File: src/rtl/tmr_pkg.sv
package tmr_pkg;
  localparam int unsigned DW        = 32;
  localparam int unsigned CTRL_W    = 16;
  localparam int unsigned SEL_W     = 3;
  localparam int unsigned IE_BIT    = 5;
  localparam int unsigned FLAG_BIT  = 8;
  localparam int unsigned CFLAG_BIT = 9;
  localparam int unsigned NUM_RATES = 5;

  typedef enum logic [1:0] {
    REG_RELOAD = 2'd0,
    REG_COUNT  = 2'd1,
    REG_CTRL   = 2'd2,
    REG_CAPT   = 2'd3
  } reg_idx_e;
endpackage

File: src/rtl/tmr_prescale.sv
module tmr_prescale #(
  parameter int unsigned SEL_W     = 3,
  parameter int unsigned NUM_RATES = 5,
  parameter int unsigned BASE_LOG2 = 2,
  parameter int unsigned STEP_LOG2 = 2
) (
  input  logic             clk,
  input  logic             rst,
  input  logic             run,
  input  logic [SEL_W-1:0] sel,
  output logic             tick
);
  localparam int unsigned CNT_W = BASE_LOG2 + STEP_LOG2 * (NUM_RATES - 1);

  logic [CNT_W-1:0] cnt_q;
  logic [CNT_W-1:0] lim;
  logic [SEL_W-1:0] sel_q;
  logic             valid_sel;
  logic             resync;

  always_comb begin
    valid_sel = int'(sel) < int'(NUM_RATES);
    lim = '0;
    for (int k = 0; k < int'(NUM_RATES); k++) begin
      if (int'(sel) == k) lim = CNT_W'((64'd1 << (BASE_LOG2 + STEP_LOG2 * k)) - 64'd1);
    end
  end

  assign resync = (sel != sel_q);
  assign tick   = run && valid_sel && !resync && (cnt_q == lim);

  always_ff @(posedge clk) begin
    if (rst) begin
      cnt_q <= '0;
      sel_q <= '0;
    end else if (resync) begin
      cnt_q <= '0;
      sel_q <= sel;
    end else if (run && valid_sel) begin
      cnt_q <= tick ? '0 : cnt_q + 1'b1;
    end
  end
endmodule

File: src/rtl/tmr_core.sv
module tmr_core #(
  parameter int unsigned DW = 32
) (
  input  logic          clk,
  input  logic          rst,
  input  logic          tick,
  input  logic          cnt_wr,
  input  logic          reload_wr,
  input  logic          flag_clr,
  input  logic [DW-1:0] wdata,
  output logic [DW-1:0] count,
  output logic [DW-1:0] reload,
  output logic          flag
);
  logic underflow;

  assign underflow = tick && !cnt_wr && (count == '0);

  always_ff @(posedge clk) begin
    if (rst) begin
      count  <= '1;
      reload <= '1;
      flag   <= 1'b0;
    end else begin
      if (reload_wr) reload <= wdata;
      if (cnt_wr)         count <= wdata;
      else if (underflow) count <= reload;
      else if (tick)      count <= count - 1'b1;
      if (underflow)     flag <= 1'b1;
      else if (flag_clr) flag <= 1'b0;
    end
  end
endmodule

File: src/rtl/reload_timer_chan.sv
module reload_timer_chan #(
  parameter int unsigned DW          = tmr_pkg::DW,
  parameter bit          HAS_CAPTURE = 1'b0,
  parameter int unsigned BASE_LOG2   = 2,
  parameter int unsigned STEP_LOG2   = 2
) (
  input  logic          clk,
  input  logic          rst,
  input  logic          start,
  input  logic          wr_en,
  input  logic [1:0]    reg_sel,
  input  logic [DW-1:0] wr_data,
  output logic [DW-1:0] rd_data,
  output logic          irq
);
  import tmr_pkg::*;

  localparam logic [CTRL_W-1:0] CTRL_KEEP =
    ~((CTRL_W'(1) << FLAG_BIT) | (CTRL_W'(1) << CFLAG_BIT));

  reg_idx_e          idx;
  logic [CTRL_W-1:0] ctrl_q;
  logic [DW-1:0]     count_w, reload_w, capt_rd, ctrl_view;
  logic              flag_w, tick_w;
  logic              ctrl_wr, cnt_wr, reload_wr, capt_wr;

  assign idx       = reg_idx_e'(reg_sel);
  assign ctrl_wr   = wr_en && (idx == REG_CTRL);
  assign cnt_wr    = wr_en && (idx == REG_COUNT);
  assign reload_wr = wr_en && (idx == REG_RELOAD);
  assign capt_wr   = wr_en && (idx == REG_CAPT);

  always_ff @(posedge clk) begin
    if (rst)          ctrl_q <= '0;
    else if (ctrl_wr) ctrl_q <= wr_data[CTRL_W-1:0] & CTRL_KEEP;
  end

  tmr_prescale #(
    .SEL_W(SEL_W), .NUM_RATES(NUM_RATES),
    .BASE_LOG2(BASE_LOG2), .STEP_LOG2(STEP_LOG2)
  ) u_prescale (
    .clk(clk), .rst(rst), .run(start),
    .sel(ctrl_q[SEL_W-1:0]), .tick(tick_w)
  );

  tmr_core #(.DW(DW)) u_core (
    .clk(clk), .rst(rst), .tick(tick_w),
    .cnt_wr(cnt_wr), .reload_wr(reload_wr),
    .flag_clr(ctrl_wr && !wr_data[FLAG_BIT]),
    .wdata(wr_data), .count(count_w), .reload(reload_w), .flag(flag_w)
  );

  generate
    if (HAS_CAPTURE) begin : g_capt
      logic [DW-1:0] capt_q;
      always_ff @(posedge clk) begin
        if (rst)          capt_q <= '0;
        else if (capt_wr) capt_q <= wr_data;
      end
      assign capt_rd = capt_q;
    end else begin : g_nocapt
      logic unused_wr;
      assign unused_wr = capt_wr;
      assign capt_rd   = '0;
    end
  endgenerate

  assign ctrl_view = DW'(ctrl_q) | (DW'(flag_w) << FLAG_BIT);

  always_ff @(posedge clk) begin
    if (rst) begin
      rd_data <= '0;
      irq     <= 1'b0;
    end else begin
      irq <= flag_w && ctrl_q[IE_BIT];
      unique case (idx)
        REG_RELOAD: rd_data <= reload_w;
        REG_COUNT:  rd_data <= count_w;
        REG_CTRL:   rd_data <= ctrl_view;
        REG_CAPT:   rd_data <= capt_rd;
      endcase
    end
  end
endmodule

File: config.mk
export PLATFORM = sky130hd
export DESIGN_NAME = reload_timer_chan
export DESIGN_NICKNAME = d
export VERILOG_FILES = /design/src/rtl/tmr_pkg.sv /design/src/rtl/tmr_prescale.sv /design/src/rtl/tmr_core.sv /design/src/rtl/reload_timer_chan.sv
export SDC_FILE = /design/constraint.sdc
export NUM_CORES = 1
export LEC_CHECK = 0
export ABC_AREA = 1
export BUFFER_PORTS_ARGS = -buffer_cell sky130_fd_sc_hd__buf_2
export CORE_MARGIN = 3
export CORE_UTILIZATION = 33
export DETAILED_ROUTE_END_ITERATION = 6
export HOLD_SLACK_MARGIN = 0.15
export PLACE_DENSITY = 0.62
export SLEW_MARGIN = 20
export SYNTH_ARGS = -nofsm -noshare
export SYNTH_HDL_FRONTEND = slang
export SYNTH_SLANG_ARGS = --single-unit
export TNS_END_PERCENT = 20
File: constraint.sdc
create_clock -name clk -period 1.95 [get_ports clk]
set_input_delay 0.0975 -clock clk [delete_from_list [all_inputs] [get_ports clk]]
set_output_delay 0.0975 -clock clk [all_outputs]
set_load 0.02 [all_outputs]
==> metrics.md <==
| Metric | Value |
|---|---|
| Outcome | `complete, no violations` |
| Worst setup EP type | `flip-flop` |
| Largest net degree at the start of global routing | `67` |
| Achievable Freq | `544.4 MHz` |
| Critical Path Max Stage Delay | `380 ps` |
| Critical Path RT | `2310 ps` |
| Max-slew headroom | `56.99%` |
| Top cells by area, synth | `dfxtp_1 38%, nand2_1 18%, nand3_1 8.9%` |
| Mux share of post-synthesis cell area | `0%` |
| Routed Antenna Nets | `0` |
| Clock root buffer | `clkbuf_16` |
| Leakage power | `4.113 nW` |
| Synth Area in Compound Gates | `8.689%` |
| Final weighted congestion in routability-driven placement | `0.8722` |
| Worst Hold Class | `in -> reg` |
| Largest family of logic cells by synthesized area | `simple AND/OR/NAND/NOR gates` |
| Die ar. | `21,810 µm²` |
| Starting Density | `33.81%` |
| Total power draw | `0.006953 W` |
| H-tree Lvls | `4` |
| R2r startpoint | `u_core.count[5]` |
| DP Cell Count | `1,308` |
| Post-Synth Adder-Cell Area | `0.3778%` |
| Die width | `147.7 µm` |
| Most frequent CP cell | `nor2_4` |
| Sink of the worst hold path | `u_prescale.cnt_q[1]` |
| # setup viols final | `0` |
| Num ports | `71` |
| Total congestion overflow | `0` |
| Max-capacitance violation count | `0` |
| Tightest Pin Transition | `643.6 ps` |
| Row cnt | `51` |
| Sink Count | `125` |
| Sequential area share after synthesis | `37.78%` |
| Number of antenna violations at the first check in global routing | `0` |
| Post-Syn Area | `6624 µm²` |
| Initial DRC count | `451` |
| Area leader, netlist | `dfxtp_1` |
| Crit path max-delay family | `simple AND/OR/NAND/NOR gates` |
| CTS tree | `done` |
| Vias/cell | `4.690` |
| PwrDens | `827.0 nW/µm²` |
| Tot GR Track Use | `16.69%` |
| Clk slew on worst S/H paths | `60 ps` |
| DR WL/cell | `13.15 µm` |
| Fraction of the mapped netlist area in simple logic gates | `37.65%` |
| Placed cell area | `7358 µm²` |
| # port buffers | `70` |
| Final cell count without fillers | `1,378` |
| Max Transition Viols Final | `0` |
| Vias in the first global route | `5,898` |
| Chip height | `147.7 µm` |
| Placed wire-length estimate | `13,190 µm` |
| Synth Area in XOR/XNOR | `4.363%` |
| # diodes | `0` |
| Worst path cell trace | `nor2_1 > nand2_1 > nor2_4 > nand2_2 > nor2_4 > nand3_2 > nor2_4 > clkbuf_16 > nand3_1 > nand3_1` |
| Hold Fails Final Rpt | `0` |
| Routed WL | `18,120 µm` |
| Setup CP Type | `reg -> reg` |
| Crit start category | `flip-flop` |
| Min Tclk post-route | `1837 ps` |
| WP data arrival | `2200 ps` |
| Synth Area per Inst | `6.677 µm²` |
| Synthesized Nets | `1,032` |
| R2r setup slk | `110 ps` |
| Layout area overhead | `26.92%` |
| First-pass GRT wire length | `29,840 µm` |
| Drt drc | `0` |
| DR pass1 iterations | `5` |
| Fraction of layout cells with a size suffix above 1 | `16.35%` |
| Critical-path maximum fanout | `6` |
| Clock Tree Buf Depth | `2` |
| Period utilization | `94.20%` |
| R2R cell count | `10` |
| Core area | `19,590 µm²` |
| Slowest cell on the critical path | `dfxtp_1` |
| Nets | `1,141` |
| Bufs and invs on worst path | `1` |
| Number of synthesized register bits | `125` |
| Min-delay src | `start` |
| Hold Path Cell Cnt | `5` |
| Unique masters post-synth | `35` |
| Mapped Cells | `992` |
| Worst skew pair latency | `430 ps` |
| Via count | `6,463` |
| Reg2reg end | `u_core.count[29]` |
| Worst vdd ir | `648.5 µV` |
| Synth top area share | `37.78%` |
| Ys Warns | `0` |
| CTS buffer count | `17` |
| Clk_skew | `13.03 ps` |
| Final Instance Area | `8407 µm²` |
-- power breakdown --
group	switching (W)	leakage (nW)	internal [W]
clock	0.00113	0.304	0.00223
combinational	0.000483	2.78	0.000307
sequential	0.000105	1.03	0.00270
-- final cells by class --
cell class / count / area (µm²)
Timing Repair Buffer: 137 / 1025
Fill cell: 2045 / 11180
Clock buffer: 24 / 481.7
Inverter: 136 / 510.5
Sequential cell: 125 / 2505
Clock inverter: 7 / 135.1
Multi-Input combinational cell: 684 / 3418
Tap cell: 265 / 331.6
-- worst max path at each step --
stage / depth (start not counted) / endpoint / from
5_1_grt: 11 / u_core.count[29] / u_core.count[0]
3_5_place_dp: 10 / u_core.count[2] / u_core.count[0]
4_1_cts: 9 / u_core.count[19] / u_core.count[2]
2_1_floorplan: 11 / u_core.count[22] / u_core.count[0]
6_report: 10 / u_core.count[29] / u_core.count[5]
3_3_place_gp: 9 / u_core.count[19] / u_core.count[2]
-- cell usage in the layout, fill, tap and decap left out, types with 12 or more instances in the layout --
master / count
xor2_1: 29
dfxtp_1: 123
nor2_1: 70
buf_2: 70
inv_1: 122
clkbuf_16: 18
o211ai_1: 30
dlygate4sd3_1: 35
nand3_2: 20
o21ai_0: 12
nand3_1: 117
nand2_1: 311
a21oi_1: 35
buf_4: 25
-- flip-flops by register name, summed over array words and instances (netlist names) --
signal / count
ctrl_q: 14
irq: 1
rd_data: 32
u_core.count: 32
u_core.flag: 1
u_core.reload: 32
u_prescale.cnt_q: 10
u_prescale.sel_q: 3
-- what timing repair did --
action	in CTS	in global routing
setup buffers	0	3
hold buffers	35	0
gates resized for setup	0	13
hold endpoints to repair	82	0
endpoints found under the setup margin	0	33
-- Yosys cell counts, drive strengths merged --
| cell type | instances |
|---|---|
| nor3b | 2 |
| nand3 | 137 |
| a31oi | 3 |
| nand2 | 318 |
| ha | 2 |
| buf | 24 |
| inv | 129 |
| xor2 | 29 |
| nor4 | 1 |
| nor2 | 85 |
| o211ai | 30 |
| dfxtp | 125 |
| o22ai | 3 |
| clkinv | 7 |
| nand3b | 3 |
| o21ai | 12 |
| clkbuf | 23 |
| nor3 | 3 |
| xnor2 | 4 |
| nand4 | 7 |
| o221ai | 8 |
| o31ai | 1 |
| or2 | 1 |
| a21oi | 35 |
-- worst register-to-register path, stage by stage (launching register included) --
cell and delay (ps):
dfxtp_1 380, nor2_1 160, nand2_1 110, nor2_4 150, nand2_2 100, nor2_4 150
nand3_2 110, nor2_4 240, clkbuf_16 200, nand3_1 80, nand3_1 80
-- per-stage QoR --
step / hold slack (ps) / TNS [ps] / setup slack [ps] / utilization [%]
after detailed placement: 331.3 / 0 / 43.50 / 37.56
after global placement: 324.4 / 0 / 55.38 / 37.56
final: 221.3 / 0 / 113.1 / 42.91
after floorplan: 223.8 / 0 / 181.9 / -
after global routing: 240.8 / -4.847 / -4.847 / 42.91
after CTS: 216.3 / 0 / 36.04 / 42.50
-- cell families after synthesis --
| family | Yosys count |
|---|---|
| AOI/OAI and AO/OA | 92 |
| xor gates and xnor gates | 33 |
| adders and majority gates | 2 |
| buffers and inverters | 183 |
| DFF | 125 |
| and+or+nand+nor | 557 |
-- per-layer routing --
layer  track usage [%]  vias to the layer above  wire (µm)
met2             24.89                      138       7732
met1             24.29                     2954       9326
met5                 0                        -          0
met4             5.359                        0        289
met3             3.219                       17        766
li1                  -                     3354          -
Power figures use the tool's default switching activity.
